===== config.mk =====
export PLATFORM = sky130hd
export DESIGN_NAME = cmdrsp_regs
export DESIGN_NICKNAME = d
export VERILOG_FILES = /design/src/rtl/cr_pkg.sv /design/src/rtl/cr_ctl_status.sv /design/src/rtl/cr_start_ctl.sv /design/src/rtl/cr_rd_mux.sv /design/src/rtl/cmdrsp_regs.sv
export SDC_FILE = /design/constraint.sdc
export NUM_CORES = 1
export LEC_CHECK = 0
export BUFFER_PORTS_ARGS = -buffer_cell sky130_fd_sc_hd__buf_2
export CAP_MARGIN = 20
export CORE_MARGIN = 2
export CORE_UTILIZATION = 40
export DETAILED_ROUTE_END_ITERATION = 10
export PLACE_DENSITY = 0.78
export SLEW_MARGIN = 0
export SYNTH_ARGS = -nofsm -noshare
export SYNTH_HDL_FRONTEND = slang
export SYNTH_HIERARCHICAL = 1
export SYNTH_SLANG_ARGS = --single-unit

===== constraint.sdc =====
create_clock -name clk -period 3.6 [get_ports clk]
set_input_delay 0.36 -clock clk [delete_from_list [all_inputs] [get_ports clk]]
set_output_delay 0.36 -clock clk [all_outputs]
set_load 0.005 [all_outputs]

===== src/rtl/cr_pkg.sv =====
package cr_pkg;
   // register offsets (byte addresses, word aligned)
   localparam int unsigned OFS_LOC_STATE  = 'h00;
   localparam int unsigned OFS_LOC_CTRL   = 'h08;
   localparam int unsigned OFS_LOC_STS    = 'h0C;
   localparam int unsigned OFS_INTF_ID    = 'h30;
   localparam int unsigned OFS_INTF_ID2   = 'h34;
   localparam int unsigned OFS_CTRL_REQ   = 'h40;
   localparam int unsigned OFS_CTRL_STS   = 'h44;
   localparam int unsigned OFS_CTRL_CANCEL= 'h48;
   localparam int unsigned OFS_CTRL_START = 'h4C;
   localparam int unsigned OFS_CMD_SIZE   = 'h58;
   localparam int unsigned OFS_CMD_ADDR   = 'h5C;
   localparam int unsigned OFS_RSP_SIZE   = 'h64;
   localparam int unsigned OFS_RSP_ADDR   = 'h68;

   // command codes
   localparam logic [31:0] CODE_READY    = 32'd1;
   localparam logic [31:0] CODE_IDLE     = 32'd2;
   localparam logic [31:0] CODE_GO       = 32'd1;
   localparam logic [31:0] CODE_LOC_REQ  = 32'd1;

   typedef struct packed {
      logic granted;
      logic seized;
      logic assigned;
      logic reg_valid;
   } loc_t;

   typedef struct packed {
      logic idle;
      logic fatal;
   } ctl_t;

   // interface identification fields
   function automatic logic [31:0] intf_id_word();
      logic [31:0] w;
      w        = '0;
      w[3:0]   = 4'd1;  // interface type: buffer active
      w[7:4]   = 4'd1;  // interface version
      w[8]     = 1'b0;  // only locality 0
      w[9]     = 1'b0;  // no idle bypass
      w[12:11] = 2'b11; // 64-byte transfers
      w[13]    = 1'b0;  // no FIFO
      w[14]    = 1'b1;  // buffer interface supported
      w[18:17] = 2'd1;  // buffer interface selected
      w[31:24] = 8'd0;  // revision
      return w;
   endfunction
endpackage


===== src/rtl/cr_ctl_status.sv =====
module cr_ctl_status
   import cr_pkg::*;
(
   input  logic        clk,
   input  logic        rst_n,
   input  logic        wr_req,
   input  logic        wr_loc,
   input  logic [31:0] wdata,
   input  logic        done,
   input  logic        err,
   output loc_t        loc_q,
   output ctl_t        ctl_q
);
   always_ff @(posedge clk) begin
      if (!rst_n) begin
         loc_q <= '0;
         ctl_q <= '0;
      end else begin
         if (wr_req) begin
            case (wdata)
               CODE_READY: ctl_q.idle <= 1'b0;
               CODE_IDLE:  ctl_q.idle <= 1'b1;
               default:    ;
            endcase
         end
         if (done && err) ctl_q.fatal <= 1'b1;
         if (wr_loc && wdata == CODE_LOC_REQ) begin
            loc_q.granted   <= 1'b1;
            loc_q.seized    <= 1'b0;
            loc_q.assigned  <= 1'b1;
            loc_q.reg_valid <= 1'b1;
         end
      end
   end
endmodule


===== src/rtl/cr_start_ctl.sv =====
module cr_start_ctl
   import cr_pkg::*;
#(
   parameter int unsigned LEN_W   = 16,
   parameter int unsigned EFF_MAX = 3968
) (
   input  logic             clk,
   input  logic             rst_n,
   input  logic             wr_start,
   input  logic             wr_cancel,
   input  logic [31:0]      wdata,
   input  logic [31:0]      hdr_size,
   input  logic             done,
   output logic             busy,
   output logic             req_valid,
   output logic [LEN_W-1:0] req_len,
   output logic             cancel
);
   localparam logic [31:0] MAX32 = 32'(EFF_MAX);

   logic             start_go;
   logic             cancel_go;
   logic [LEN_W-1:0] len_calc;

   assign start_go  = wr_start  && (wdata == CODE_GO) && !busy;
   assign cancel_go = wr_cancel && (wdata == CODE_GO) && busy;
   assign len_calc  = (hdr_size < MAX32) ? hdr_size[LEN_W-1:0] : MAX32[LEN_W-1:0];

   always_ff @(posedge clk) begin
      if (!rst_n) begin
         busy      <= 1'b0;
         req_valid <= 1'b0;
         req_len   <= '0;
         cancel    <= 1'b0;
      end else begin
         req_valid <= start_go;
         cancel    <= cancel_go;
         if (start_go) begin
            busy    <= 1'b1;
            req_len <= len_calc;
         end else if (done) begin
            busy    <= 1'b0;
         end
      end
   end
endmodule


===== src/rtl/cr_rd_mux.sv =====
module cr_rd_mux
   import cr_pkg::*;
#(
   parameter int unsigned ADDR_W    = 12,
   parameter bit          RD_PIPE   = 1'b0,
   parameter logic [31:0] DBUF_BASE = 32'hFED4_0080,
   parameter int unsigned DBUF_SIZE = 3968,
   parameter logic [15:0] VENDOR_ID = 16'h1AB5
) (
   input  logic              clk,
   input  logic              rst_n,
   input  logic [ADDR_W-1:0] addr,
   input  loc_t              loc_q,
   input  ctl_t              ctl_q,
   input  logic              busy,
   output logic [31:0]       rdata
);
   localparam logic [31:0] ID_WORD  = intf_id_word();
   localparam logic [31:0] SIZE_W   = 32'(DBUF_SIZE);

   logic [ADDR_W-1:0] waddr;
   logic [31:0]       word;
   logic [31:0]       shifted;

   assign waddr = {addr[ADDR_W-1:2], 2'b00};

   always_comb begin
      word = '0;
      case (waddr)
         ADDR_W'(OFS_LOC_STATE):  word = {30'd0, loc_q.assigned, loc_q.reg_valid};
         ADDR_W'(OFS_LOC_STS):    word = {30'd0, loc_q.seized, loc_q.granted};
         ADDR_W'(OFS_INTF_ID):    word = ID_WORD;
         ADDR_W'(OFS_INTF_ID2):   word = {16'd0, VENDOR_ID};
         ADDR_W'(OFS_CTRL_STS):   word = {30'd0, ctl_q.idle, ctl_q.fatal};
         ADDR_W'(OFS_CTRL_START): word = {31'd0, busy};
         ADDR_W'(OFS_CMD_SIZE):   word = SIZE_W;
         ADDR_W'(OFS_CMD_ADDR):   word = DBUF_BASE;
         ADDR_W'(OFS_RSP_SIZE):   word = SIZE_W;
         ADDR_W'(OFS_RSP_ADDR):   word = DBUF_BASE;
         default:                 word = '0;
      endcase
   end

   assign shifted = word >> {addr[1:0], 3'b000};

   generate
      if (RD_PIPE) begin : g_pipe
         always_ff @(posedge clk) begin
            if (!rst_n) rdata <= '0;
            else        rdata <= shifted;
         end
      end else begin : g_comb
         logic unused_clk;
         assign unused_clk = clk ^ rst_n;
         assign rdata = shifted;
      end
   endgenerate
endmodule


===== src/rtl/cmdrsp_regs.sv =====
module cmdrsp_regs
   import cr_pkg::*;
#(
   parameter int unsigned ADDR_W      = 12,
   parameter int unsigned LEN_W       = 16,
   parameter int unsigned DBUF_SIZE   = 3968,
   parameter int unsigned BE_BUF_SIZE = 4096,
   parameter logic [31:0] DBUF_BASE   = 32'hFED4_0080,
   parameter logic [15:0] VENDOR_ID   = 16'h1AB5,
   parameter bit          RD_PIPE     = 1'b0
) (
   input  logic              clk,
   input  logic              rst_n,
   input  logic              bus_wr_en,
   input  logic [ADDR_W-1:0] bus_addr,
   input  logic [31:0]       bus_wdata,
   output logic [31:0]       bus_rdata,
   input  logic [31:0]       hdr_cmd_size,
   output logic              be_req_valid,
   output logic [LEN_W-1:0]  be_req_len,
   output logic              be_cancel,
   input  logic              be_done,
   input  logic              be_err
);
   localparam int unsigned EFF_MAX = (BE_BUF_SIZE < DBUF_SIZE) ? BE_BUF_SIZE : DBUF_SIZE;

   generate
      if (ADDR_W < 7) begin : g_bad_addr
         $error("ADDR_W too small for the register map");
      end
      if (LEN_W > 32 || (64'(EFF_MAX) >> LEN_W) != 0) begin : g_bad_len
         $error("LEN_W cannot hold the buffer size");
      end
      if (EFF_MAX == 0) begin : g_bad_size
         $error("buffer size must be nonzero");
      end
   endgenerate

   logic wr_req, wr_loc, wr_start, wr_cancel;
   logic busy_q;
   loc_t loc_q;
   ctl_t ctl_q;

   assign wr_req    = bus_wr_en && bus_addr == ADDR_W'(OFS_CTRL_REQ);
   assign wr_loc    = bus_wr_en && bus_addr == ADDR_W'(OFS_LOC_CTRL);
   assign wr_start  = bus_wr_en && bus_addr == ADDR_W'(OFS_CTRL_START);
   assign wr_cancel = bus_wr_en && bus_addr == ADDR_W'(OFS_CTRL_CANCEL);

   cr_ctl_status u_sts (
      .clk   (clk),
      .rst_n (rst_n),
      .wr_req(wr_req),
      .wr_loc(wr_loc),
      .wdata (bus_wdata),
      .done  (be_done),
      .err   (be_err),
      .loc_q (loc_q),
      .ctl_q (ctl_q)
   );

   cr_start_ctl #(.LEN_W(LEN_W), .EFF_MAX(EFF_MAX)) u_start (
      .clk      (clk),
      .rst_n    (rst_n),
      .wr_start (wr_start),
      .wr_cancel(wr_cancel),
      .wdata    (bus_wdata),
      .hdr_size (hdr_cmd_size),
      .done     (be_done),
      .busy     (busy_q),
      .req_valid(be_req_valid),
      .req_len  (be_req_len),
      .cancel   (be_cancel)
   );

   cr_rd_mux #(
      .ADDR_W   (ADDR_W),
      .RD_PIPE  (RD_PIPE),
      .DBUF_BASE(DBUF_BASE),
      .DBUF_SIZE(DBUF_SIZE),
      .VENDOR_ID(VENDOR_ID)
   ) u_rd (
      .clk  (clk),
      .rst_n(rst_n),
      .addr (bus_addr),
      .loc_q(loc_q),
      .ctl_q(ctl_q),
      .busy (busy_q),
      .rdata(bus_rdata)
   );
endmodule


Word-level counts from Yosys, hierarchy flattened
Index checks and enable logic that the tools add are counted.
{"block": "classes", "magnitude_cmp": 1, "n_eq_ne": 15, "shifts": 1, "n_mux": 5, "reduce_logical": 17}
{"cell": "case mux 32 bit (8 select lines)", "count": 1}
{"cell": "== test 10 x 5 -> 1 bit, second input constant", "count": 6}
{"cell": "== test 12 x 7 -> 1 bit, second input constant", "count": 3}
{"cell": "== test 32 x 1 -> 1 bit, second input constant", "count": 1}
{"cell": "== test 32 x 2 -> 1 bit, second input constant", "count": 1}
{"cell": "less-than comparator 32 x 12 -> 1 bit, second input constant", "count": 1}
{"cell": "right shift 32 x 5 -> 32 bit", "count": 1}
{"cell": "== test 10 x 4 -> 1 bit, second input constant", "count": 2}
{"cell": "two-way mux 16 bit", "count": 1}
{"cell": "== test 12 x 4 -> 1 bit, second input constant", "count": 1}
{"cell": "logical NOT 12 bit", "count": 1}
{"cell": "== test 10 x 2 -> 1 bit, second input constant", "count": 1}
{"cell": "logical AND 1 bit", "count": 10}
{"cell": "nonzero test 2 bit", "count": 2}
{"cell": "OR reduction 2 bit", "count": 2}
{"cell": "two-way mux 1 bit", "count": 2}
{"cell": "case mux 1 bit (2 select lines)", "count": 1}
{"cell": "AND reduction 2 bit", "count": 1}
{"cell": "logical NOT 1 bit", "count": 1}
{"block": "word_totals", "regBits": 22, "inputBits": 81, "output_inout_bits": 50, "word_cells": 46}

Depth between registers and ports, before layout
{"block": "logic_depth", "depth_word": 5, "depth_mapped": 6, "depth_no_buf": 6}

Cells and area by module
The synthesis kept the hierarchy.
{"mod": "cr_start_ctl", "instances": 1, "cells_per_inst": 92, "area_each_um2": 857.1, "seq_area_each_um2": 380.4}
{"mod": "cr_rd_mux", "instances": 1, "cells_per_inst": 102, "area_each_um2": 649.4, "seq_area_each_um2": 0.0}
{"mod": "cr_ctl_status", "instances": 1, "cells_per_inst": 28, "area_each_um2": 224.0, "seq_area_each_um2": 60.1}
{"mod": "cmdrsp_regs", "instances": 1, "cells_per_inst": 11, "area_each_um2": 78.8, "seq_area_each_um2": 0.0}

Worst setup path before layout
No wires, ideal clock.
{"block": "synth_path", "kind": "in2out", "start": "input bus_addr[5]", "end": "output bus_rdata[26]", "t_arrival_ns": 1.919, "t_required_ns": 3.240, "setup_slack_ns": 1.321, "cell_stages": 5, "n_path_buf": 2, "path_cell_list": "buf_2 nand3b_1 a2111o_1 nor3_1 buf_4"}
{"block": "synth_via", "elab_chain_cells": 4, "elab_cells_between_ends": 14, "cone_classes": "9 x eq/ne; 1 x shift; 1 x mux; 3 x reduce/logical"}
{"element": "from (decl)", "line_no": "cmdrsp_regs.sv:15", "source": "input logic [ADDR_W-1:0] bus_addr,"}
{"element": "== test 10 x 5 -> 1 bit", "line_no": "cr_rd_mux.sv:29", "source": "case (waddr)"}
{"element": "OR reduction 2 bit (no line)"}
{"element": "case mux 32 bit (8 select lines) (*)", "line_no": "cr_rd_mux.sv:29"}
{"element": "right shift 32 x 5 -> 32 bit (*)", "line_no": "cr_rd_mux.sv:44", "source": "assign shifted = word >> {addr[1:0], 3'b000};"}
{"element": "to (decl)", "line_no": "cmdrsp_regs.sv:17", "source": "output logic [31:0] bus_rdata,"}
Mark *: on every way between the ends. The rest lies on a longest branch, timed or not.

Final worst setup path
{"block": "layout_path", "start": "input bus_addr[2]", "end": "output bus_rdata[30]"}
Same word-level chain as after synthesis.

==> impl_metrics.json <==
{
  "setup_viol": 0,
  "critPathArrivalTime_ns": 2.10,
  "p_leak_nw": 1.215,
  "yosysTopAreaCell": "dfxtp_1",
  "antenna_found_initial": 0,
  "synth_area_per_cell_sq_um": 7.765,
  "required_ns": 3.24,
  "cp-end-kind": "output port",
  "drv_slew": 0,
  "drt-vias-per-instance": 5.463,
  "crit_start": "bus_addr[2]",
  "grt_pass1_vias": 1976,
  "drc": 0,
  "rows": 24,
  "path_max_fanout": 17,
  "cp-start-kind": "primary input",
  "crit_type": "in -> out",
  "crit_end": "bus_rdata[30]",
  "clk_pin_slew_ns": 0.08,
  "cts_buffer_depth": 2,
  "cap_viol_max_count": 0,
  "final_cell_mix": "buf_2 (128), nor4_1 (25), dfxtp_1 (22)",
  "place.gp.congestion": 0.8265,
  "ctsRootBufferMaster": "clkbuf_8",
  "min_path_type": "in -> reg",
  "die_area_sq_um": 5077,
  "vias": 2136,
  "synthTopCellsByArea": "dfxtp_1 (24%), nor4_1 (8.6%), buf_4 (6.2%)",
  "timing.fmax_ghz": 0.4070,
  "finalSetupTns_ns": 0,
  "final_common_cell": "buf_2",
  "core-area_sq_um": 4354,
  "start_util_pct": 41.55,
  "p_per_area_nw_per_um2": 239.3,
  "boundaryPins": 131,
  "wl_per_cell_um": 13.41,
  "cts_setup_buffers": 0,
  "antenna_cells": 0,
  "ff2ff_setup_slack_ns": 2.24,
  "cts_resized": 0,
  "r2r-end": "u_start/req_len[8]",
  "cts_hold_buf": 0,
  "holdWs_ns": 0.3509,
  "slew_headroom_pct": 66.58,
  "reg2regPathDepth": 4,
  "timing.final.crit_share_pct": 68.25,
  "final_nets": 421,
  "drt-total-wl_um": 5245,
  "synth-edff-count": 0,
  "grt_usage_pct": 20.05,
  "clock_latency_ns": 0.26,
  "drt_iter0_drc": 136,
  "hpwlAfterDp_um": 4222,
  "worst_pin_slew_ns": 0.4975,
  "rsz0062_at_grt": "false",
  "fin_worst_skew_ns": 0.001692,
  "yosysUniqueCellTypes": 57,
  "ant_nets": 0,
  "cts_sinks": 22,
  "die_w_um": 71.26,
  "netlist_instances": 233,
  "yosysTopAreaCellShare_pct": 24.34,
  "async_flop_share_pct": 0,
  "io_buffers": 128,
  "synth_area_sq_um": 1809,
  "gr-total-overflow": 0,
  "grt_pass1_wl_um": 8445,
  "cts_tree": "yes",
  "post_route_cells_drive_above_1_share_pct": 43.36,
  "synth_ff_type": "dfxtp_1",
  "outcome": "completed",
  "tritoncts.num_buffers": 3,
  "die_y_um": 71.26,
  "ir_worst_vdd_mv": 0.1715,
  "cts_htree_levels": 1,
  "r2r-start": "u_start/busy",
  "ys_seq_elements": 22,
  "ys_seq_area_share_pct": 24.34,
  "syn_to_final_growth_pct": 33.82,
  "yosysWarnings": 6,
  "period_needed_ns": 2.457,
  "drt_pass1_iterations": 4,
  "hold_viol_final": 0,
  "grt_max_degree": 25
}
-- per-stage QoR --
step	instances	utilization, %	worst slack, ns	instance area (sq um)	power [W]
floorplan	234	-	1.321	1813	0.0002974
global placement	387	53.97	1.179	2350	0.0003541
detailed placement	387	53.97	1.137	2350	0.0003555
CTS	391	55.60	1.151	2421	0.0005838
global route	391	55.60	0.9647	2421	0.0006038
finish	391	55.60	1.143	2421	0.0005795
-- layer usage --
layer	vias to the layer above	GRT usage, %	wire length (um)	share of wire [%]
met2	82	35.39	2680	51
met4	0	8.595	131	2.5
met1	956	24.24	2146	41
met5	-	0	0	0
li1	1085	-	-	-
met3	13	2.813	287	5.5
-- power by group --
group | internal, W | leakage (nW) | switching, W
registers | 0.000244 | 0.177 | 0.000000362
logic | 0.0000490 | 1.00 | 0.0000578
clock network | 0.000149 | 0.0357 | 0.0000800
total | 0.000441 | 1.22 | 0.000138
-- cell usage after synthesis (2+ instances only) --
cell	instances
nand3b_1	4
o211a_1	2
o311a_1	2
buf_4	15
buf_2	3
nand2b_1	2
nand4_1	10
conb_1	2
o32ai_1	2
or3b_2	2
nor4b_2	2
nand2_1	19
nor4_1	25
and4_1	2
o21ai_0	3
nor3_1	2
clkbuf_1	8
or4b_1	2
nand3_1	6
mux2i_1	9
nor2b_1	2
a21oi_1	7
nor4bb_1	2
a211oi_1	2
nor2_1	13
or4_1	4
or2_2	2
inv_1	16
and3_1	7
a221oi_1	5
o21ai_1	3
or3_1	2
dfxtp_1	22
-- worst max-delay path, cell delays in order --
cell and delay [ns]:
buf_2 0.19, or3b_4 0.45, a2111o_1 0.48, nor3_1 0.41
buf_2 0.20
-- how the worst min path moves through the flow --
stage | endpoint | from | slack (ns) | cells past startpoint
detailed placement | u_start/req_len[5] | u_start/req_len[5] | 0.45 | 2
global route | u_start/req_len[6] | hdr_cmd_size[6] | 0.35 | 3
global placement | u_start/req_len[3] | u_start/req_len[3] | 0.44 | 2
finish | u_sts/ctl_q[0] | be_err | 0.35 | 3
CTS | u_start/req_len[6] | hdr_cmd_size[6] | 0.34 | 3
floorplan | u_start/cancel | u_start/busy | 0.44 | 2
-- state kept, by name, summed over array words and instances, names as in the netlist --
register           cells
u_start/req_len       16
u_sts/ctl_q            2
u_start/busy           1
u_start/cancel         1
u_start/req_valid      1
u_sts/loc_q            1
-- cell type report --
| class | count | area [sq um] |
|---|---|---|
| Clock buffer | 3 | 41.29 |
| Multi-Input combinational cell | 168 | 1140 |
| Clock inverter | 1 | 30.03 |
| Fill cell | 404 | 1933 |
| Inverter | 17 | 63.81 |
| Tap cell | 52 | 65.06 |
| Timing Repair Buffer | 128 | 640.6 |
| Sequential cell | 22 | 440.4 |
-- cell families (layout without fill, tap and decap cells) --
logic type             count (synthesis)  count (layout)  synth area share (%)
XOR/XNOR                               1               1                0.4842
buffers and inverters                 44             149                 12.86
flip-flops                            22              22                 24.34
multiplexers                           9               9                 4.979
AO/OA/AOI/OAI                         38              38                 16.11
other                                  2               3                0.4151
AND/OR/NAND/NOR                      117             117                 40.80
Power figures use the tool's default switching activity.
